$ cat src/rtl/wdt_interval_timer.sv
module wdt_interval_timer #(
  parameter int CNT_W = 16,
  parameter int PS_W = 3,
  parameter int GUARD = 3,
  parameter logic [15:0] KEY1 = 16'h00F5,
  parameter logic [15:0] KEY2 = 16'h00A0
) (
  input  logic        clk,
  input  logic        rst_n,
  input  logic        wr_en,
  input  logic [1:0]  addr,
  input  logic [15:0] wdata,
  output logic [15:0] rdata,
  output logic        irq,
  output logic        wdt_reset
);
  localparam int PSC_W = 1 << PS_W;
  localparam int GW = $clog2(GUARD + 1);
  localparam logic [CNT_W-1:0] CNT_MAX = '1;
  localparam logic [PS_W-1:0] PS_MAX = '1;

  logic             wd_q, start_q, ar_q, arm_q, irq_q, wrst_q;
  logic [PS_W-1:0]  psv_q;
  logic [CNT_W-1:0] load_q, cnt_q;
  logic [PSC_W-1:0] ps_q;
  logic [GW-1:0]    guard_q;

  wire [PS_W-1:0]  ps_sel  = wd_q ? PS_MAX : psv_q;
  wire [PSC_W-1:0] ps_mask = PSC_W'((32'd2 << ps_sel) - 32'd1);
  wire running   = wd_q | start_q;
  wire tick      = running & (&(ps_q | ~ps_mask));
  wire cnt_zero  = (cnt_q == '0);
  wire underflow = wd_q & tick & cnt_zero;

  wire wr_mode = wr_en & (addr == 2'd0);
  wire wr_ctrl = wr_en & (addr == 2'd1);
  wire wr_load = wr_en & (addr == 2'd2);

  wire key_hit  = wd_q & wr_mode & arm_q & (wdata == KEY2);
  wire wd_enter = ~wd_q & wr_mode & wdata[15];
  wire load_ok  = wr_load & (guard_q == '0) &
                  (wd_q ? (wdata[CNT_W-1:0] != load_q) : ~start_q);
  wire refresh  = load_ok & wd_q;
  wire ctrl_ok  = wr_ctrl & ~wd_q;
  wire do_start = ctrl_ok & ~start_q & wdata[7];
  wire do_stop  = (ctrl_ok & start_q & ~wdata[7]) | key_hit;
  wire cnt_load = refresh | do_start | wd_enter;
  wire os_end   = ~wd_q & tick & cnt_zero & ~ar_q;

  always_ff @(posedge clk or negedge rst_n) begin
    if (!rst_n) begin
      wd_q <= 1'b1; start_q <= 1'b0; ar_q <= 1'b0; psv_q <= '0;
      load_q <= CNT_MAX; cnt_q <= CNT_MAX; ps_q <= '0;
      arm_q <= 1'b0; guard_q <= '0; irq_q <= 1'b0; wrst_q <= 1'b0;
    end else if (underflow) begin
      wd_q <= 1'b1; start_q <= 1'b0; ar_q <= 1'b0; psv_q <= '0;
      load_q <= CNT_MAX; cnt_q <= CNT_MAX; ps_q <= '0;
      arm_q <= 1'b0; guard_q <= '0; irq_q <= 1'b0; wrst_q <= 1'b1;
    end else begin
      wrst_q <= 1'b0;
      irq_q  <= ~wd_q & tick & ~cnt_load & ~do_stop & (cnt_q == CNT_W'(1));

      if (key_hit)       wd_q <= 1'b0;
      else if (wd_enter) wd_q <= 1'b1;

      if (wr_en) arm_q <= wd_q & wr_mode & (wdata == KEY1);

      if (wd_enter) begin
        start_q <= 1'b0; ar_q <= 1'b0; psv_q <= '0;
      end else begin
        if (ctrl_ok & ~start_q) begin
          ar_q  <= wdata[3];
          psv_q <= wdata[PS_W-1:0];
        end
        if (do_start)              start_q <= 1'b1;
        else if (do_stop | os_end) start_q <= 1'b0;
      end

      if (wd_enter)     load_q <= CNT_MAX;
      else if (load_ok) load_q <= wdata[CNT_W-1:0];

      if (load_ok)              guard_q <= GW'(GUARD);
      else if (guard_q != '0)   guard_q <= guard_q - 1'b1;

      if (wd_enter)      cnt_q <= CNT_MAX;
      else if (refresh)  cnt_q <= wdata[CNT_W-1:0];
      else if (do_start) cnt_q <= load_q;
      else if (!do_stop && tick) begin
        if (!cnt_zero)   cnt_q <= cnt_q - 1'b1;
        else if (ar_q)   cnt_q <= load_q;
      end

      if (cnt_load | do_stop) ps_q <= '0;
      else if (running)       ps_q <= ps_q + 1'b1;
    end
  end

  always_comb begin
    case (addr)
      2'd0:    rdata = {wd_q, 15'd0};
      2'd1:    rdata = {8'd0, start_q, 3'd0, ar_q, 3'(psv_q)};
      2'd2:    rdata = 16'(load_q);
      default: rdata = 16'(cnt_q);
    endcase
  end

  assign irq = irq_q;
  assign wdt_reset = wrst_q;
endmodule


$ cat config.mk
export PLATFORM = sky130hd
export DESIGN_NAME = wdt_interval_timer
export DESIGN_NICKNAME = d
export VERILOG_FILES = /design/src/rtl/wdt_interval_timer.sv
export SDC_FILE = /design/constraint.sdc
export NUM_CORES = 1
export LEC_CHECK = 0
export ABC_AREA = 0
export ABC_CLOCK_PERIOD_IN_PS = 8550
export BUFFER_PORTS_ARGS = -buffer_cell sky130_fd_sc_hd__buf_2
export CORE_AREA = 2 2 81 98
export CTS_BUF_LIST = sky130_fd_sc_hd__clkbuf_4 sky130_fd_sc_hd__clkbuf_8
export DETAILED_ROUTE_END_ITERATION = 16
export DIE_AREA = 0 0 83 100
export GPL_TIMING_DRIVEN = 0
export PLACE_DENSITY_LB_ADDON = 0.1
export SLEW_MARGIN = 30
export SYNTH_ARGS = -nofsm -noshare
export SYNTH_HDL_FRONTEND = slang
export SYNTH_SLANG_ARGS = --single-unit
$ cat constraint.sdc
create_clock -name clk -period 8.55 [get_ports clk]
set_input_delay 1.2825 -clock clk [delete_from_list [all_inputs] [get_ports clk]]
set_output_delay 1.2825 -clock clk [all_outputs]
set_load 0.02 [all_outputs]
==> impl_metrics.py, run 1 <==
metrics = {
    "run_status": {
        "run_status": "finished, final reports clean",
    },
    "floorplanning": {
        "core_area_um2": 7490,
        "die_w_um": 83,
        "dieArea_um2": 8300,
        "ios": 39,
        "start_util": 0.480,
        "rows": 35,
        "chipHeight_um": 100,
    },
    "routing": {
        "route.detailed.vias_per_inst": 5.91,
        "dr.pass1.iters": 4,
        "route.vias.total": 3098,
        "detail-route-antenna-nets": 0,
        "drt_iter0_markers": 231,
        "wl_met1_um": 4610,
        "routed_wl_um": 9910,
        "routed-wl-met3_um": 324,
        "drc": 0,
        "routed.top_layer": "met4",
        "detailroute.wirelength.met2_um": 4820,
        "post_drt_wl_per_cell_um": 18.9,
    },
    "synth": {
        "ys_seq_elements": 51,
        "synth_sequential_area_ratio": 0.367,
        "synth_edf_count": 0,
        "synth_warnings": 0,
        "cell_type_with_the_highest_aggregate_area_in_the_netlist": "dfstp_2",
        "postSynthNetCount": 413,
        "synth.top_cells.by_area": "dfstp_2 (24%), dfrtp_1 (13%), mux2i_1 (7.8%), xnor2_1 (6.6%), nor2_1 (3.7%)",
        "yosysTopAreaCellShare": 0.241,
        "post_syn_area_per_cell_um2": 9.29,
        "post_synth_most_frequent_cells": "nor2_1 (35), nand2_1 (34), dfstp_2 (33)",
        "netlist-cell-type-count": 67,
        "number_of_instances_in_the_synthesized_netlist": 387,
        "netlist_area_um2": 3590,
        "synthFlopType": "dfstp_2",
        "cell_with_the_most_instances_after_synthesis": "nor2_1",
        "synth_async_reset_ratio": 1.00,
    },
    "clocking": {
        "tritoncts_num_sinks": 51,
        "cts.repair.resized": 0,
        "cts.path.max_buffers": 2,
        "insertion_delay_ns": 0.31,
        "cts-htree-levels": 2,
        "cts.root.buffer_cell": "clkbuf_8",
        "cts_hold_buffers": 0,
        "cts_buffers": 5,
        "cts_tree": "done",
        "clk_pin_slew_worst_paths_ns": 0.10,
        "cts_post_setup_buffers_inserted": 0,
    },
    "power_and_ir_drop": {
        "power.density_nw_per_um2": 277,
        "max-vdd-ir-drop_mv": 0.130,
        "net-switching-power_mw": 0.435,
        "static-leakage-power_nw": 1.60,
        "swShare": 0.393,
        "power.internal_mw": 0.672,
        "seq_power_share": 0.450,
        "comb_power_share": 0.405,
        "power.share.clock": 0.145,
    },
    "timing": {
        "post-route-worst-setup-slack_ns": 4.12,
        "setup_tns_ns": 0,
        "tightestPinTransition_ns": 0.783,
        "relSlewSlack": 0.478,
        "rsz0062_at_grt": "no",
        "timing.final.crit_share": 0.519,
        "fin_skew_ns": 0.00579,
        "highest_achievable_clock_rate_ghz": 0.226,
        "minimum_period_implied_by_the_final_worst_setup_slack_ns": 4.43,
        "final_report_setup_violation_count": 0,
        "finalMaxSlewViolations": 0,
        "final_hold_vio_count": 0,
    },
    "critical_path": {
        "worst_path_largest_cell_delay_ns": 0.66,
        "arrival_ns": 3.15,
        "critical_path_class": "primary input to output port",
        "crit_path_top_delay_cell": "buf_1",
        "worst_path_most_repeated_cell": "buf_2",
        "endpoint_kind": "output port",
        "crit_path_cell_trace": "buf_2, clkbuf_1, buf_1, o21ai_0, a22o_1, buf_2",
        "critPathLaunchType": "primary input",
        "worst-path-max-fanout": 10,
        "required_ns": 7.27,
    },
    "placement": {
        "hpwl_um": 7200,
        "buffer_ports.inserted": 37,
        "preCtsSetupSlack_ns": 4.09,
        "post_dp_cell_area_um2": 3900,
        "gpl.final_weighted_congestion": 0.859,
    },
    "cells_and_area": {
        "final_layout_fill_cell_count": 715,
        "final_design_area_no_fill_um2": 4000,
        "flow.area_growth_from_synthesis_pct": 11.3,
        "diodes": 0,
        "final_net_count": 457,
        "layout_cell_share_with_drive_strength_beyond_1": 0.262,
    },
    "grt": {
        "grt_antenna_before_repair": 0,
        "overflow": 0,
        "gr-usage-all-layers": 0.249,
        "grt_pass1_vias": 3140,
        "grt_max_degree": 52,
        "grt_pass1_wl_um": 16500,
    },
    "job": {
        "max_cap_violations": 0,
    },
    "min_path": {
        "min_path_type": "flip-flop to flip-flop",
    },
}
## power by group through the flow
stage	logic, mW	registers (mW)	clock network, mW
finish	0.448	0.498	0.161
global route	0.505	0.514	0.174
CTS	0.450	0.498	0.164
detailed placement	0.448	0.501	0
global placement	0.439	0.499	0
floorplan	0.356	0.465	0
## flip-flops by register name (all words and copies together), names as in the netlist
signal / flops
ar_q: 1
load_q: 16
guard_q: 2
ps_q: 8
psv_q: 3
cnt_q: 16
irq: 1
start_q: 1
arm_q: 1
wdt_reset: 1
wd_q: 1
## metrics by stage
step	instances	util	power, mW	hold slack (ns)
2_1_floorplan	387	-	0.821	0.486
3_3_place_gp	516	0.520	0.938	0.503
3_5_place_dp	516	0.520	0.949	0.515
4_1_cts	524	0.534	1.11	0.537
5_1_grt	524	0.534	1.19	0.542
6_report	524	0.534	1.11	0.532
## worst max-delay path, delay by kind of cell
kind | cells | cell delay (ns)
buf+inv | 4 | 1.40
compound gates | 2 | 0.45
## cells by family after synthesis
family,after synthesis,synth area share
buffers and inverters,33,0.0446
XOR/XNOR,35,0.0853
AND/OR/NAND/NOR,149,0.220
multiplexers,39,0.113
flip-flops,51,0.367
AO/OA/AOI/OAI,75,0.152
adder cells (fa/ha/maj),5,0.0174
## placed cells by master (no fill, tap or decap), drive strengths merged, types with 3 or more instances in the layout
master	instances
nor4b	3
nor3	15
nor4	5
nand3	8
o211ai	12
or2	4
clkbuf	16
xnor2	27
inv	10
dfrtp	18
mux2i	28
xor2	8
nand2	35
a31oi	3
a2bb2oi	6
a211oi	5
nor2b	14
dfstp	33
or4	3
ha	5
buf	51
a22o	6
nor2	36
a21oi	11
o21ai	11
nand4	9
nand2b	3
o22ai	3
mux2	11
## routing by layer
metal | vias up | global-route usage
li1 | 1487 | -
met1 | 1519 | 0.326
met2 | 72 | 0.422
met3 | 20 | 0.0329
met4 | 0 | 0.0958
met5 | - | 0
## final timing paths
kind | startpoint | end | slack, ns | depth (start not counted)
setup / recovery | addr[0] | rdata[1] | 4.12 | 6
hold / removal | cnt_q[13]$_DFFE_PN1P_ | cnt_q[13]$_DFFE_PN1P_ | 0.53 | 1
setup reg to reg | wd_q$_DFFE_PN1P_ | cnt_q[8]$_DFFE_PN1P_ | 5.07 | 13
hold reg to reg | cnt_q[13]$_DFFE_PN1P_ | cnt_q[13]$_DFFE_PN1P_ | 0.53 | 1
max in group asynchronous | rst_n | ps_q[2]$_DFFE_PN0P_ | 7.09 | 1
min in group asynchronous | rst_n | wdt_reset$_DFF_PN0_ | 0.99 | 1
## final cells by class
| cell class | instances | area [um^2] | share of cell area |
|---|---|---|---|
| clock inverters | 1 | 7.51 | 0.00188 |
| multi-input cells | 303 | 2120 | 0.529 |
| plain buffers | 23 | 123 | 0.0306 |
| clock buffers | 7 | 96.3 | 0.0241 |
| flip-flops and latches | 51 | 1320 | 0.329 |
| well taps | 92 | 115 | 0.0288 |
| repair buffers | 37 | 188 | 0.0469 |
| inverters | 10 | 37.5 | 0.00938 |
(Power assumes the default switching activity.)
==> inputs of run 2 (changes only) <==
--- a/config.mk
+++ b/config.mk
@@ -6,7 +6,7 @@
 export NUM_CORES = 1
 export LEC_CHECK = 0
 export ABC_AREA = 0
-export ABC_CLOCK_PERIOD_IN_PS = 8550
+export ABC_CLOCK_PERIOD_IN_PS = 3600
 export BUFFER_PORTS_ARGS = -buffer_cell sky130_fd_sc_hd__buf_2
 export CORE_AREA = 2 2 81 98
 export CTS_BUF_LIST = sky130_fd_sc_hd__clkbuf_4 sky130_fd_sc_hd__clkbuf_8
==> constraint.sdc (replaced) <==
create_clock -name clk -period 3.6 [get_ports clk]
set_input_delay 0.54 -clock clk [delete_from_list [all_inputs] [get_ports clk]]
set_output_delay 0.54 -clock clk [all_outputs]
set_load 0.02 [all_outputs]
==> impl_metrics.py, run 2 (same netlist as run 1, synthesis figures left out) <==
metrics = {
    "floorplanning": {
        "die_w_um": 83,
        "start_util": 0.480,
        "dieArea_um2": 8300,
        "chipHeight_um": 100,
        "core_area_um2": 7490,
        "rows": 35,
        "ios": 39,
    },
    "timing": {
        "highest_achievable_clock_rate_ghz": 0.301,
        "rsz0062_at_grt": "no",
        "minimum_period_implied_by_the_final_worst_setup_slack_ns": 3.32,
        "timing.final.crit_share": 0.923,
        "final_report_setup_violation_count": 0,
        "tightestPinTransition_ns": 0.786,
        "fin_skew_ns": 0.00531,
        "finalMaxSlewViolations": 0,
        "relSlewSlack": 0.476,
        "setup_tns_ns": 0,
        "final_hold_vio_count": 0,
    },
    "routing": {
        "routed_wl_um": 9900,
        "post_drt_wl_per_cell_um": 18.9,
        "detail-route-antenna-nets": 0,
        "route.vias.total": 3098,
        "drc": 0,
        "route.detailed.vias_per_inst": 5.91,
        "drt_iter0_markers": 231,
        "dr.pass1.iters": 5,
    },
    "clocking": {
        "cts.root.buffer_cell": "clkbuf_8",
        "cts_post_setup_buffers_inserted": 0,
        "cts.repair.resized": 0,
        "cts.path.max_buffers": 2,
        "cts_tree": "done",
        "clk_pin_slew_worst_paths_ns": 0.10,
        "cts-htree-levels": 2,
        "cts_hold_buffers": 0,
        "tritoncts_num_sinks": 51,
        "insertion_delay_ns": 0.31,
        "cts_buffers": 5,
    },
    "critical_path": {
        "required_ns": 3.84,
        "critical_path_class": "flip-flop to flip-flop",
        "crit_buf_inv": 4,
        "endpoint_kind": "flip-flop",
        "worst-path-max-fanout": 10,
        "worst_path_largest_cell_delay_ns": 0.52,
        "crit_path_cell_trace": "buf_2, clkbuf_2, nand3b_1, ha_1, or2_2, o2111ai_1, a221oi_1, and4_1, buf_4, nor2_2, buf_2, o211ai_1, mux2_2",
        "crit_family": "buffers and inverters",
        "crit_path_top_delay_cell": "dfstp_2",
        "worst_path_most_repeated_cell": "buf_2",
        "critPathLaunchType": "flip-flop",
        "arrival_ns": 3.57,
    },
    "power_and_ir_drop": {
        "static-leakage-power_nw": 1.60,
        "power.density_nw_per_um2": 656,
        "max-vdd-ir-drop_mv": 0.306,
        "design_power_total_mw": 2.63,
    },
    "grt": {
        "gr-usage-all-layers": 0.249,
        "grt_pass1_vias": 3140,
        "overflow": 0,
        "grt_max_degree": 52,
        "grt_antenna_before_repair": 0,
        "grt_pass1_wl_um": 16500,
    },
    "placement": {
        "hpwl_um": 7200,
        "buffer_ports.inserted": 37,
        "gpl.final_weighted_congestion": 0.859,
    },
    "job": {
        "max_cap_violations": 0,
    },
    "cells_and_area": {
        "top_regs": "cnt_q (16), load_q (16), ps_q (8)",
        "layout_commonest_cell": "buf_2",
        "flow.area_growth_from_synthesis_pct": 11.3,
        "mostFrequentLayoutCells": "buf_2 (43), nor2_1 (35), nand2_1 (34), dfstp_2 (33), mux2i_1 (28)",
        "final_net_count": 457,
        "diodes": 0,
        "layout_cell_share_with_drive_strength_beyond_1": 0.264,
        "final_layout_fill_cell_count": 715,
    },
    "run_status": {
        "run_status": "finished, final reports clean",
    },
    "min_path": {
        "min_path_type": "primary input to asynchronous set/reset pin",
    },
}
-- run 2: cell count changes in the layout (fill, tap and decap cells not counted), sizes merged --
cell    previous run  this run
clkbuf            16        17
buf               51        50
-- run 2: worst reg2reg max path: cells and delay by family (launching register included) --
kind | cells | cell delay (ns)
multiplexers | 1 | 0.28
adder cells (fa/ha/maj) | 1 | 0.23
AO/OA/AOI/OAI | 3 | 0.32
buffers and inverters | 4 | 0.96
flip-flops | 1 | 0.52
AND/OR/NAND/NOR | 4 | 0.95
-- run 2: routing by layer --
layer | vias up | part of all wire | GRT usage
li1 | 1483 | - | -
met1 | 1512 | 0.46 | 0.326
met2 | 85 | 0.49 | 0.422
met3 | 18 | 0.039 | 0.0329
met4 | 0 | 0.015 | 0.0958
met5 | - | 0 | 0
-- run 2: worst paths after layout --
kind / startpoint / end / slack [ns] / cells past startpoint
max: wd_q$_DFFE_PN1P_ / cnt_q[8]$_DFFE_PN1P_ / 0.28 / 13
min: rst_n / wdt_reset$_DFF_PN0_ / 0.24 / 1
max reg2reg: wd_q$_DFFE_PN1P_ / cnt_q[8]$_DFFE_PN1P_ / 0.28 / 13
min reg2reg: cnt_q[13]$_DFFE_PN1P_ / cnt_q[13]$_DFFE_PN1P_ / 0.53 / 1
max in group asynchronous: rst_n / ps_q[2]$_DFFE_PN0P_ / 2.89 / 1
min in group clk: wdata[9] / load_q[9]$_DFFE_PN1P_ / 0.52 / 3
-- run 2: metrics by stage --
stage	util	instance area, um^2	instances	worst slack (ns)	hold slack [ns]
3_5_place_dp	0.520	3900	516	0.164	0.515
4_1_cts	0.534	4000	524	0.143	0.281
2_1_floorplan	-	3590	387	0.622	0.244
3_3_place_gp	0.520	3890	516	0.185	0.503
5_1_grt	0.535	4000	524	0.104	0.305
6_report	0.535	4000	524	0.278	0.242
-- run 2: cell type report --
| cell class | instances | area (um^2) | area share |
|---|---|---|---|
| plain buffers | 23 | 124 | 0.0309 |
| clock buffers | 7 | 96.3 | 0.0241 |
| clock inverters | 1 | 7.51 | 0.00188 |
| inverters | 10 | 37.5 | 0.00938 |
| multi-input cells | 303 | 2120 | 0.529 |
| flip-flops and latches | 51 | 1320 | 0.329 |
| well taps | 92 | 115 | 0.0288 |
| repair buffers | 37 | 188 | 0.0469 |
-- run 2: power by group --
part / internal, mW / switching [mW] / total (mW) / leakage, nW
Combinational: 0.525 / 0.540 / 1.06 / 0.973
Clock: 0.175 / 0.204 / 0.379 / 0.0505
Sequential: 0.896 / 0.287 / 1.18 / 0.576
==> inputs of run 3 (changes only) <==
--- a/config.mk
+++ b/config.mk
@@ -6,7 +6,7 @@
 export NUM_CORES = 1
 export LEC_CHECK = 0
 export ABC_AREA = 0
-export ABC_CLOCK_PERIOD_IN_PS = 3600
+export ABC_CLOCK_PERIOD_IN_PS = 2900
 export BUFFER_PORTS_ARGS = -buffer_cell sky130_fd_sc_hd__buf_2
 export CORE_AREA = 2 2 81 98
 export CTS_BUF_LIST = sky130_fd_sc_hd__clkbuf_4 sky130_fd_sc_hd__clkbuf_8
==> constraint.sdc (replaced) <==
create_clock -name clk -period 2.9 [get_ports clk]
set_input_delay 0.435 -clock clk [delete_from_list [all_inputs] [get_ports clk]]
set_output_delay 0.435 -clock clk [all_outputs]
set_load 0.02 [all_outputs]
==> impl_metrics.py, run 3 (same netlist as run 1, synthesis figures left out) <==
metrics = {
    "timing": {
        "highest_achievable_clock_rate_ghz": 0.353,
        "finalMaxSlewViolations": 0,
        "timing.final.crit_share": 0.977,
        "post-route-worst-setup-slack_ns": 0.0674,
        "final_report_setup_violation_count": 0,
        "fin_worst_hold_slack_ns": 0.156,
        "tightestPinTransition_ns": 0.785,
        "fin_skew_ns": 0.0193,
        "final_hold_vio_count": 0,
        "relSlewSlack": 0.477,
        "minimum_period_implied_by_the_final_worst_setup_slack_ns": 2.83,
    },
    "cells_and_area": {
        "final_net_count": 466,
        "final_design_area_no_fill_um2": 4220,
        "flow.area_growth_from_synthesis_pct": 17.4,
        "diodes": 0,
        "fin_util": 0.564,
        "layout_cell_share_with_drive_strength_beyond_1": 0.306,
        "layout_commonest_cell": "buf_2",
        "mostFrequentLayoutCells": "buf_2 (40), nand2_1 (34), nor2_1 (33), dfstp_2 (33), mux2i_1 (28)",
        "top_regs": "cnt_q (16), load_q (16), ps_q (8)",
    },
    "placement": {
        "buffer_ports.inserted": 37,
        "hpwl_um": 7210,
        "post_dp_cell_area_um2": 3900,
        "gpl.final_weighted_congestion": 0.887,
        "preCtsSetupSlack_ns": -0.416,
    },
    "critical_path": {
        "worst_path_largest_cell_delay_ns": 0.44,
        "setup.reg_to_reg.worst_slack_ns": 0.07,
        "crit_path_cell_trace": "nor4_4, inv_1, ha_2, or2_4, o2111ai_2, a221oi_2, nand2_1, o311a_4, nand2_4, buf_6, mux2_4",
        "arrival_ns": 3.07,
        "critPathLaunchType": "flip-flop",
        "endpoint_kind": "flip-flop",
        "crit_path_top_delay_cell": "dfrtp_2",
        "worst-path-max-fanout": 10,
        "critical_path.reg2reg.endpoint": "cnt_q[2]$_DFFE_PN1P_",
        "reg2reg_depth": 11,
        "reg2reg_from": "psv_q[2]$_DFFE_PN0P_",
        "critical_path_class": "flip-flop to flip-flop",
        "required_ns": 3.14,
    },
    "routing": {
        "routed_wl_um": 10200,
        "route.detailed.vias_per_inst": 5.90,
        "drt_iter0_markers": 149,
        "drc": 0,
        "route.vias.total": 3143,
        "post_drt_wl_per_cell_um": 19.1,
        "dr.pass1.iters": 5,
        "detail-route-antenna-nets": 0,
    },
    "floorplanning": {
        "start_util": 0.480,
        "core_area_um2": 7490,
        "ios": 39,
        "rows": 35,
        "die_w_um": 83,
        "chipHeight_um": 100,
        "dieArea_um2": 8300,
    },
    "clocking": {
        "cts.path.max_buffers": 2,
        "cts-htree-levels": 2,
        "cts_tree": "done",
        "cts_buffers": 5,
        "clk_pin_slew_worst_paths_ns": 0.09,
        "insertion_delay_ns": 0.32,
        "tritoncts_num_sinks": 51,
        "cts.root.buffer_cell": "clkbuf_8",
    },
    "power_and_ir_drop": {
        "power.density_nw_per_um2": 837,
        "max-vdd-ir-drop_mv": 0.515,
        "static-leakage-power_nw": 1.68,
        "design_power_total_mw": 3.53,
    },
    "grt": {
        "grt_pass1_wl_um": 16500,
        "gr-usage-all-layers": 0.250,
        "grt_antenna_before_repair": 0,
        "overflow": 0,
        "grt_pass1_vias": 3100,
        "grt_max_degree": 52,
    },
    "job": {
        "max_cap_violations": 0,
    },
    "run_status": {
        "run_status": "finished, final reports clean",
    },
    "min_path": {
        "min_path_type": "primary input to asynchronous set/reset pin",
    },
}
run 3: changes by cell type in the layout (fill, tap and decap cells not counted), moves of 2 or more:
cell / delta
a2111oi_4: +2
buf_2: -3
nor2_1: -2
buf_4: +11
dfrtp_1: -2
bufinv_16: +2
dfrtp_2: +2
clkbuf_8: -2
a2111oi_0: -2
buf_6: +2
run 3: metal layers:
metal,wire length [um],share of wire,GRT usage,vias to the layer above
met5,0,0,0,-
met4,160,0.016,0.0681,0
met3,369,0.036,0.0271,15
met2,5150,0.51,0.440,82
met1,4490,0.44,0.328,1540
li1,-,-,-,1506
run 3: repair_timing:
item / 4_1_cts / 5_1_grt
setup buffers: 5 / 6
endpoints found under the setup margin: 31 / 22
hold buffers: 0 / 0
pin swaps: 1 / 3
endpoints found under the hold margin: 0 / 0
resized for setup: 15 / 11
run 3: cell type report:
type,count,area [um^2]
fillers,716,3270
multi-input cells,303,2210
flip-flops and latches,51,1320
repair buffers,48,270
plain buffers,21,130
well taps,92,115
clock buffers,5,68.8
clock inverters,3,67.6
inverters,10,37.5
run 3: power breakdown:
part / switching (mW) / total, mW / internal [mW]
Combinational: 0.706 / 1.43 / 0.720
Clock: 0.252 / 0.596 / 0.344
Sequential: 0.393 / 1.51 / 1.12
run 3: per-stage QoR:
| step | instances | setup TNS (ns) |
|---|---|---|
| finish | 533 | 0 |
| detailed placement | 516 | -9.36 |
| floorplan | 387 | 0 |
| CTS | 527 | 0 |
| global placement | 516 | -8.19 |
| global route | 533 | -0.00854 |
run 3: worst max-delay path by stage:
stage	from	to	slack [ns]
2_1_floorplan	wd_q$_DFFE_PN1P_	cnt_q[11]$_DFFE_PN1P_	0.03
3_3_place_gp	wd_q$_DFFE_PN1P_	cnt_q[8]$_DFFE_PN1P_	-0.37
3_5_place_dp	wd_q$_DFFE_PN1P_	cnt_q[10]$_DFFE_PN1P_	-0.42
4_1_cts	wd_q$_DFFE_PN1P_	cnt_q[3]$_DFFE_PN1P_	0.02
5_1_grt	psv_q[2]$_DFFE_PN0P_	cnt_q[2]$_DFFE_PN1P_	-0.009
6_report	psv_q[2]$_DFFE_PN0P_	cnt_q[2]$_DFFE_PN1P_	0.07
run 3: worst max-delay path, delay by kind of cell (launching register included):
family / cells / cell delay, ns
compound gates: 3 / 0.75
fa+ha+maj: 1 / 0.32
buf+inv: 2 / 0.25
flops: 1 / 0.44
mux: 1 / 0.31
simple gates: 4 / 0.70
